===== src/rtl/pwr_rst_discriminator.sv =====
module pwr_rst_discriminator #(
  parameter int RST_CYCLES   = 8,
  parameter int PD_CYCLES    = 64,
  parameter int WAKE_CYCLES  = 32,
  parameter int INVALID_CONV = 4
) (
  input  logic clk,
  input  logic pin_n,
  input  logic conv_done,
  output logic rst_o,
  output logic pd_o,
  output logic sdo_off,
  output logic conv_abort,
  output logic data_valid
);

  localparam int MAXC0 = (PD_CYCLES > RST_CYCLES) ? PD_CYCLES : RST_CYCLES;
  localparam int MAXC  = (WAKE_CYCLES > MAXC0) ? WAKE_CYCLES : MAXC0;
  localparam int CW    = $clog2(MAXC + 1);
  localparam int WW    = $clog2(INVALID_CONV + 1);

  typedef enum logic [1:0] {S_RUN = 2'd0, S_RST = 2'd1, S_PD = 2'd2, S_WAKE = 2'd3} st_t;

  logic          pin_m, pin_s;
  logic          arst_q, abort_q, dv_q;
  st_t           st, st_nx;
  logic [CW-1:0] cnt, cnt_nx;
  logic [WW-1:0] wcnt;

  always_ff @(posedge clk) begin
    pin_m <= pin_n;
    pin_s <= pin_m;
  end

  always_comb begin
    st_nx  = st;
    cnt_nx = (cnt == CW'(MAXC)) ? cnt : cnt + 1'b1;
    case (st)
      S_RUN: begin
        cnt_nx = '0;
        if (arst_q) st_nx = S_RST;
      end
      S_RST: begin
        if (!pin_s && cnt == CW'(PD_CYCLES - 1))      st_nx = S_PD;
        else if (pin_s && cnt >= CW'(RST_CYCLES - 1)) st_nx = S_RUN;
      end
      S_PD: begin
        cnt_nx = '0;
        if (pin_s) st_nx = S_WAKE;
      end
      S_WAKE: begin
        if (!pin_s) begin
          st_nx  = S_RST;
          cnt_nx = '0;
        end else if (cnt == CW'(WAKE_CYCLES - 1)) begin
          st_nx = S_RUN;
        end
      end
      default: begin
        st_nx  = S_RST;
        cnt_nx = '0;
      end
    endcase
  end

  always_ff @(posedge clk) begin
    st      <= st_nx;
    cnt     <= cnt_nx;
    abort_q <= (st == S_RUN) && arst_q;
  end

  always_ff @(posedge clk or negedge pin_n)
    if (!pin_n) arst_q <= 1'b1;
    else        arst_q <= (st_nx != S_RUN);

  always_ff @(posedge clk)
    if (st != S_RUN || arst_q)                            wcnt <= '0;
    else if (conv_done && wcnt != WW'(INVALID_CONV))     wcnt <= wcnt + 1'b1;

  always_ff @(posedge clk or negedge pin_n)
    if (!pin_n)                                          dv_q <= 1'b0;
    else if (st != S_RUN || arst_q)                      dv_q <= 1'b0;
    else if (conv_done && wcnt == WW'(INVALID_CONV))     dv_q <= 1'b1;

  assign rst_o      = arst_q;
  assign sdo_off    = arst_q;
  assign pd_o       = (st == S_PD) || (st == S_WAKE);
  assign conv_abort = abort_q;
  assign data_valid = dv_q;

  assert_pd_under_rst_R5: assert property (@(posedge clk) disable iff (!pin_n)
    pd_o |-> rst_o);

  assert_abort_single_R2: assert property (@(posedge clk) disable iff (!pin_n)
    conv_abort |=> !conv_abort);

  assert_dv_low_in_rst_R7: assert property (@(posedge clk) disable iff (!pin_n)
    rst_o |-> !data_valid);

  assert_release_pin_high_R3: assert property (@(posedge clk) disable iff (!pin_n)
    $fell(rst_o) |-> $past(pin_s));

  assert_dv_on_strobe_R8: assert property (@(posedge clk) disable iff (!pin_n)
    $rose(data_valid) |-> $past(conv_done));

endmodule


===== config.mk =====
export PLATFORM = sky130hd
export DESIGN_NAME = pwr_rst_discriminator
export DESIGN_NICKNAME = d
export VERILOG_FILES = /design/src/rtl/pwr_rst_discriminator.sv
export SDC_FILE = /design/constraint.sdc
export NUM_CORES = 1
export LEC_CHECK = 0
export CAP_MARGIN = 20
export CORE_UTILIZATION = 55
export CTS_BUF_LIST = sky130_fd_sc_hd__clkbuf_8
export DETAILED_ROUTE_END_ITERATION = 16
export DONT_BUFFER_PORTS = 1
export PLACE_DENSITY = 0.77
export SLEW_MARGIN = 5
export SYNTH_ARGS = -nofsm -noshare
export SYNTH_HDL_FRONTEND = slang
export SYNTH_SLANG_ARGS = --single-unit

===== constraint.sdc =====
create_clock -name clk -period 3 [get_ports clk]
set_clock_uncertainty 0.1 [all_clocks]
set_input_delay 0.45 -clock clk [delete_from_list [all_inputs] [get_ports clk]]
set_output_delay 0.45 -clock clk [all_outputs]
set_load 0.01 [all_outputs]

==> After elaboration in Yosys (flattened, before gate mapping) <==
Index checks and enable logic that the tools add are counted.
{ "totals": {"in_bits": 3, "word_cells": 44, "ff_bits": 17, "out_inout_bits": 5} }
{ "op_classes": {"magnitude_cmp": 1, "addsub": 2, "reduce_logical": 13, "eq_ne": 8, "n_mux": 12} }
{ "op_table": {"columns": ["cell", "n"], "rows": [
  ["7-bit two-way mux", 2],
  ["7-bit one-hot mux with 2 select lines", 1],
  ["2-bit two-way mux", 6],
  ["2-bit one-hot mux with 4 select lines", 1],
  ["7-bit by 1-bit adder with 7-bit output (second input constant)", 1],
  ["7-bit by 5-bit equality test with 1-bit output (second input constant)", 1],
  ["7-bit by 6-bit equality test with 1-bit output (second input constant)", 1],
  ["7-bit equality test (second input constant)", 1],
  ["7-bit by 3-bit >= comparator with 1-bit output (second input constant)", 1],
  ["2-bit nonzero test", 3],
  ["1-bit logical AND", 5],
  ["2-bit equality test (second input constant)", 2],
  ["3-bit by 1-bit adder with 3-bit output (second input constant)", 1],
  ["3-bit equality test (second input constant)", 1],
  ["3-bit != test (second input constant)", 1],
  ["2-bit by 1-bit equality test with 1-bit output (second input constant)", 1],
  ["2-bit zero test", 1],
  ["1-bit logical OR", 2],
  ["1-bit two-way mux", 2],
  ["2-bit OR reduction", 1],
  ["1-bit zero test", 1]
]} }

==> Depth between registers and ports, before layout <==
Gate-level depths: netlist of run 1.
{ "logic_depth": {"word_depth": 6, "mapped_depth": 6, "mapped_depth_nobuf": 6} }

==> Least setup slack after synthesis of run 1 <==
No wires, ideal clock.
{ "synth_path": {"path_kind": "register to register", "start": "reg pin_s", "end": "reg arst_q, in the netlist rst_o", "path_buffers": 0, "t_required_ns": 2.817, "t_arrival_ns": 1.767, "slack_ns": 1.049, "stages_incl_launch_ff": 5, "synth_period_minus_slack_ns": 1.951, "setup_ns": 0.083, "path_cell_list": "dfxtp_1 > or3b_1 > o211a_1 > or4_1 > a221o_1"} }
{ "synth_between": {"elab_chain_cells": 5, "elab_cells_between_ends": 9, "cone_classes": "5 x mux; 4 x reduce/logical"} }
{ "synth_rtl": {"columns": ["item", "line_no", "text"], "rows": [
  ["start: declaration", "24", "logic pin_m, pin_s;"],
  ["start signal: assignment", "32", "pin_s <= pin_m;"],
  ["1-bit logical AND or 1-bit zero test (tied branches)", null, null],
  ["2-bit two-way mux or 1-bit logical AND (tied branches)", "45, 44", null],
  ["2-bit two-way mux", "44", "if (!pin_s && cnt == CW'(PD_CYCLES - 1)) st_nx = S_PD;"],
  ["2-bit one-hot mux with 4 select lines (*)", "38", "case (st)"],
  ["2-bit nonzero test (*)", "74", "else arst_q <= (st_nx != S_RUN);"],
  ["end signal: assignment", "74", null],
  ["end: declaration", "25", "logic arst_q, abort_q, dv_q;"]
]} }
Mark *: on every way between the ends. The rest lies on a longest branch, timed or not.
A chain may end at the register's enable or synchronous reset.

==> Worst setup path in the final report of run 1 <==
Ends and elaborated chain as after synthesis.

==> impl_metrics.tcl, run 1 <==
set metrics [dict create \
    syn2layout_area_growth_pct 5.687 \
    cts_htree_levels 1 \
    p_total_w 0.0005112 \
    dieWidth_microns 39.95 \
    worstPathRequired_ps 3080 \
    nets 93 \
    clock_sinks 17 \
    yosysUniqueCellTypes 38 \
    boundaryPins 8 \
    clk_latency_ps 250 \
    pwr-share-comb 0.141 \
    setup_violations 0 \
    async_flop_share 0.1176 \
    fin_hold_ws_ps 120.4 \
    core_area_sq_um 1318 \
    rows 13 \
    maxClockFrequency_mhz 488.7 \
    finalHoldViolCount 0 \
    netSwitchingPower_w 0.0001326 \
    antenna_cells 0 \
    synth_area_per_cell_sq_um 9.429 \
    vias 563 \
    syn-instance-count 84 \
    nFillCells 106 \
    synth_edf_count 0 \
    power_frac_seq 0.528 \
    die_area_sq_um 1596 \
    syn-cell-area_sq_um 792.0 \
    cts_buffer_depth 2 \
    p_sw_frac 0.2595 \
    reg2reg_setup_slack_ps 950 \
    numCtsBuffers 3 \
    worst-path-max-fanout 7 \
    postPlaceCellArea_sq_um 780.7 \
    power_density_nw_per_um2 610.7 \
    layout-drive-gt1-share 0.08235 \
    gp_congestion 0.7828 \
    drt_wl_total_microns 1249 \
    synth_top_flop_cell "dfxtp_1" \
    yosysTopAreaCellShare 0.3791 \
    fp.dieH_microns 39.95 \
    period_minus_slack_ps 2046 \
    tightest_slew_ps 489.4 \
    crit_type "register to register" \
    rsz0062_at_grt "false" \
    initial_utilization 0.6011 \
    viasPerCell 5.630 \
    portBuffers 0 \
    p_int_w 0.0003785 \
    wl_per_cell_microns 12.49 \
    synth_warnings 0 \
    reg2reg_depth 4 \
    synth.area.top_cells "dfxtp_1, ha_1, xnor2_1, nor2_1, inv_1" \
    final_cell_mix "dfxtp_1, nor2_1, inv_1" \
    first_iter_violations 7 \
    grt-ovfl-total 0 \
    p_leak_nw 0.3421 \
    cp-endpoint "rst_o$_DFF_PN1_" \
    end_kind "register" \
    final_common_cell "dfxtp_1" \
    grt_pass1_vias 494 \
    cts.reportedPaths.clkPinSlew_ps 70 \
    syn_nets 91 \
    reg2reg_from "pin_s$_DFF_P_" \
    startpoint_type "register" \
    grt_start_max_net_pins 11 \
    cp.arrival_ps 2120 \
    clkPwrFrac 0.331 \
    fin_area_sq_um 837.1 \
    synth-seq-cells 17 \
    grt_pass1_wl_microns 2007 \
    cts_root_buffer "clkbuf_8" \
    cts_tree "done" \
    fin_tns_setup_ps 0 \
    final_max_slew_viol_count 0 \
    cap_violations 0 \
    yosysTopAreaCell "dfxtp_1" \
    antenna_left 0 \
    post_cts_resized 0 \
    min_period_over_period 0.6821 \
    postCtsSetupRepairBufs 0 \
    maxSlewHeadroom 0.6716 \
    ys_seq_area_frac 0.4439 \
    hold_path.class "primary input to register" \
    max-vdd-ir-drop_mv 0.2771 \
    outcome "finished clean" \
    crit_start "pin_s$_DFF_P_" \
    ctsHoldBuffers 1 \
    antenna_found_initial 0 \
    drt_pass1_iterations 4 \
    grt_util_all_layers 0.1984 \
    drc 0 \
    dp_hpwl_microns 895.5 \
    timing.rr.end "rst_o$_DFF_PN1_" \
]
-- sequential cells by signal, indices dropped and copies added, names as in the netlist --
signal,flops
cnt,7
conv_abort,1
st,2
data_valid,1
pin_s,1
pin_m,1
wcnt,3
rst_o,1
-- worst min-delay path by stage --
| stage | cells past startpoint | slack, ps | startpoint | to |
|---|---|---|---|---|
| after floorplan | 0 | 50 | pin_n | data_valid$_DFFE_PN0P_ |
| final | 0 | 120 | pin_n | pin_m$_DFF_P_ |
| after detailed placement | 0 | 50 | pin_n | data_valid$_DFFE_PN0P_ |
| after global placement | 0 | 50 | pin_n | data_valid$_DFFE_PN0P_ |
| after CTS | 0 | 110 | pin_n | pin_m$_DFF_P_ |
| after global routing | 0 | 110 | pin_n | pin_m$_DFF_P_ |
-- power groups by stage --
| stage | sequential (W) | clock (W) | combinational [W] |
|---|---|---|---|
| global placement | 0.000274 | 0 | 0.0000660 |
| finish | 0.000270 | 0.000169 | 0.0000719 |
| floorplan | 0.000271 | 0 | 0.0000594 |
| detailed placement | 0.000274 | 0 | 0.0000711 |
| global route | 0.000274 | 0.000184 | 0.0000868 |
| CTS | 0.000269 | 0.000178 | 0.0000730 |
-- critical path, stage by stage, from the launching register on --
cell     delay [ps]
dfxtp_1         420
or3b_1          400
o211a_1         210
or4_1           510
a221o_1         330
-- cells by family (layout without fill, tap and decap cells) --
kind of cell               count (synthesis)  after routing  share of synthesized area
adders and majority gates                  4              4                    0.06319
AOI/OAI and AO/OA                         13             13                     0.1169
buffers and inverters                     12             13                    0.07582
DFF                                       17             17                     0.4439
xor gates and xnor gates                   7              7                    0.07741
and+or+nand+nor                           31             31                     0.2228
-- cell usage after synthesis, drive strengths merged, types with 2 or more instances --
cell type,count
a21oi,3
and2,2
buf,3
dfxtp,15
ha,4
inv,8
nand2,3
nand3,2
nor2,9
nor3,4
o21ai,2
xnor2,5
xor2,2
-- metrics by stage --
stage / worst slack [ps] / cells / utilization
5_1_grt: 861.9 / 100 / 0.6353
6_report: 953.8 / 100 / 0.6353
2_1_floorplan: 1049 / 84 / -
3_3_place_gp: 983.7 / 95 / 0.5926
3_5_place_dp: 953.9 / 95 / 0.5926
4_1_cts: 951.1 / 100 / 0.6353
-- final cells by class --
cell class / instances / area, sq um / area share
Sequential cell: 17 / 351.6 / 0.4200
Tap cell: 15 / 18.77 / 0.02242
Timing Repair Buffer: 1 / 10.01 / 0.01196
Multi-Input combinational cell: 55 / 380.4 / 0.4544
Clock buffer: 3 / 41.29 / 0.04933
Inverter: 8 / 30.03 / 0.03587
Clock inverter: 1 / 5.005 / 0.005979
-- layer usage --
metal / vias up / GRT usage / wire length [microns]
met2: 7 / 0.2661 / 576
met1: 264 / 0.2664 / 622
met4: 0 / 0.1552 / 13
li1: 290 / - / -
met3: 2 / 0.05000 / 37
met5: - / 0 / 0
Note: power is estimated with default switching activity, not from simulation.
==> inputs of run 2 (changes only) <==
--- a/config.mk
+++ b/config.mk
@@ -5,6 +5,7 @@
 export SDC_FILE = /design/constraint.sdc
 export NUM_CORES = 1
 export LEC_CHECK = 0
+export ABC_AREA = 1
 export CAP_MARGIN = 20
 export CORE_UTILIZATION = 55
 export CTS_BUF_LIST = sky130_fd_sc_hd__clkbuf_8
==> constraint.sdc (replaced) <==
create_clock -name clk -period 1.95 [get_ports clk]
set_clock_uncertainty 0.1 [all_clocks]
set_input_delay 0.2925 -clock clk [delete_from_list [all_inputs] [get_ports clk]]
set_output_delay 0.2925 -clock clk [all_outputs]
set_load 0.01 [all_outputs]
==> run 2 against run 1 <==
  * Clock power grew 52%
  * Power grew 110%
  * Combinational power grew to 4.2 times the previous value
  * Maximum frequency grew 46%
  * Setup slack lost 400 ps
  * Register-to-register slack lost 400 ps
  * Final cell count grew 27%
  * Clock-buffer cell count is the same
  * Largest cell class unchanged
  * Highest routed layer unchanged
  * Wire length grew 6.6%
  * First-iteration DRC count grew 57%
  * Area after synthesis grew 1.4%
  * Sequential share of layout area shrank 1.5 points
==> impl_metrics.tcl, run 2 <==
set metrics [dict create \
    fin_hold_ws_ps 98.20 \
    drt_wl_total_microns 1331 \
    nFillCells 135 \
    synth-seq-cells 17 \
    reg2reg_from "cnt[0]$_DFF_P_" \
    setup_violations 0 \
    final_cell_mix "nand2_1, inv_1, nor2_1" \
    die_area_sq_um 1617 \
    cts.reportedPaths.clkPinSlew_ps 70 \
    maxClockFrequency_mhz 713.9 \
    initial_utilization 0.6023 \
    antenna_cells 0 \
    dp_hpwl_microns 1030 \
    route.met2.wl_microns 630 \
    gp_congestion 0.7648 \
    cts_tree "done" \
    final_common_cell "nand2_1" \
    grt_pass1_wl_microns 2007 \
    cts_buffer_depth 2 \
    ys_seq_area_frac 0.4377 \
    tightest_slew_ps 308.2 \
    timing.rr.end "st[0]$_DFF_P_" \
    fin_area_sq_um 867.1 \
    drt_pass1_iterations 4 \
    maxSlewHeadroom 0.7931 \
    synth_edf_count 0 \
    fp.dieH_microns 40.22 \
    core_area_sq_um 1334 \
    synth_area_per_cell_sq_um 7.369 \
    min_to "data_valid$_DFFE_PN0P_" \
    largest_reg_flops 7 \
    antenna_found_initial 0 \
    holdPathStages 2 \
    syn2layout_area_growth_pct 7.944 \
    cp_slowest_stage_delay_ps 350 \
    drc 0 \
    viasPerCell 5.016 \
    final_max_slew_viol_count 0 \
    synth_warnings 0 \
    rows 13 \
    wl_met1_microns 641 \
    largest-register "cnt" \
    nets 120 \
    numCtsBuffers 3 \
    met3_wirelength_microns 43 \
    worst-path-max-fanout 3 \
    first_iter_violations 11 \
    synthTopCellsByCount "nand2_1, inv_1, nor2_1, dfxtp_1, nand3_1" \
    yosysTopAreaCellShare 0.3738 \
    cp.arrival_ps 1440 \
    dieWidth_microns 40.22 \
    reg2reg_depth 8 \
    end_kind "register" \
    cap_violations 0 \
    synth_top_flop_cell "dfxtp_1" \
    crit_chain "ha_1, nand3_1, nor2_2, nand3_1, nand2_1, inv_1, nor2_2, nand2_1" \
    grt_start_max_net_pins 11 \
    synth.area.top_cells "dfxtp_1, nand2_1, inv_1, nor2_1, ha_1" \
    worstPathRequired_ps 1990 \
    cp_slowest_cell "dfxtp_1" \
    synth_most_common_cell "nand2_1" \
    antenna_left 0 \
    max-vdd-ir-drop_mv 0.7030 \
    grt-ovfl-total 0 \
    cts_root_buffer "clkbuf_8" \
    outcome "finished clean" \
    vias 637 \
    async_flop_share 0.1176 \
    post_cts_resized 0 \
    hold_path.class "primary input to register" \
    boundaryPins 8 \
    syn-instance-count 109 \
    highest_layer "met4" \
    finalHoldViolCount 0 \
    rsz0062_at_grt "false" \
    power_density_nw_per_um2 1239 \
    min_period_over_period 0.7183 \
    hp-start "conv_done" \
    portBuffers 0 \
    postCtsSetupRepairBufs 0 \
    clk_latency_ps 250 \
    period_minus_slack_ps 1401 \
    largestRegisters "cnt: 7 flops, wcnt: 3 flops, st: 2 flops" \
    syn_nets 116 \
    wl_per_cell_microns 10.48 \
    cts_htree_levels 1 \
    grt_util_all_layers 0.1905 \
    yosysUniqueCellTypes 19 \
    postPlaceCellArea_sq_um 810.8 \
    startpoint_type "register" \
    reg2reg_setup_slack_ps 550 \
    clock_sinks 17 \
    crit_type "register to register" \
    fin_tns_setup_ps 0 \
    grt_pass1_vias 516 \
    finish.utilization 0.6501 \
    layout-drive-gt1-share 0.08929 \
    yosysTopAreaCell "dfxtp_1" \
    p_leak_nw 0.4069 \
    syn-cell-area_sq_um 803.3 \
]
==> run 2: how the worst max path moves through the flow <==
stage	start	to	slack [ps]	cells after the start
2_1_floorplan	cnt[0]$_DFF_P_	st[0]$_DFF_P_	700	8
3_3_place_gp	cnt[0]$_DFF_P_	st[0]$_DFF_P_	580	8
3_5_place_dp	cnt[1]$_DFF_P_	st[0]$_DFF_P_	550	8
4_1_cts	cnt[1]$_DFF_P_	st[0]$_DFF_P_	540	8
5_1_grt	cnt[1]$_DFF_P_	rst_o$_DFF_PN1_	420	8
6_report	cnt[0]$_DFF_P_	st[0]$_DFF_P_	550	8
==> run 2: layout make-up <==
type | instances | area [sq um] | share of cell area
Multi-Input combinational cell | 71 | 369.1 | 0.4257
Clock inverter | 1 | 5.005 | 0.005772
Clock buffer | 3 | 41.29 | 0.04762
Tap cell | 15 | 18.77 | 0.02165
Inverter | 19 | 71.32 | 0.08225
Timing Repair Buffer | 1 | 10.01 | 0.01154
Sequential cell | 17 | 351.6 | 0.4055
==> run 2: logic make-up (layout without fill, tap and decap cells) <==
kind of cell | count (synthesis) | after routing | share of synthesized area
buffers and inverters | 21 | 24 | 0.1028
and+or+nand+nor | 57 | 57 | 0.3177
adders and majority gates | 4 | 4 | 0.06231
xor gates and xnor gates | 3 | 3 | 0.03272
DFF | 17 | 17 | 0.4377
AOI/OAI and AO/OA | 7 | 7 | 0.04672
==> run 2: per-stage QoR <==
step | power [W] | instances | worst slack, ps
after floorplan | 0.0007691 | 109 | 698.6
after global placement | 0.0008098 | 122 | 581.8
after detailed placement | 0.0008212 | 122 | 548.1
after CTS | 0.001081 | 127 | 544.2
after global routing | 0.001154 | 127 | 421.1
final | 0.001074 | 127 | 549.3
==> run 2: timing repair <==
action / CTS / global route
setup endpoints to repair: 0 / 0
hold buffers: 1 / 0
endpoints found under the hold margin: 3 / 0
==> run 2: power breakdown <==
group          internal, W  leakage [nW]  switching [W]
clock network     0.000141        0.0255       0.000116
logic             0.000106         0.234       0.000195
registers         0.000434         0.148      0.0000821
==> run 2: worst max-delay path: cells and delay by family (launching register included) <==
family,cells,cell delay [ps]
adders and majority gates,1,200
buffers and inverters,1,40
DFF,1,350
and+or+nand+nor,6,600
==> run 2: layer usage <==
layer  track usage  vias up
li1              -      338
met1        0.2318      291
met2        0.3145        6
met3       0.05556        2
met4       0.07500        0
met5             0        -
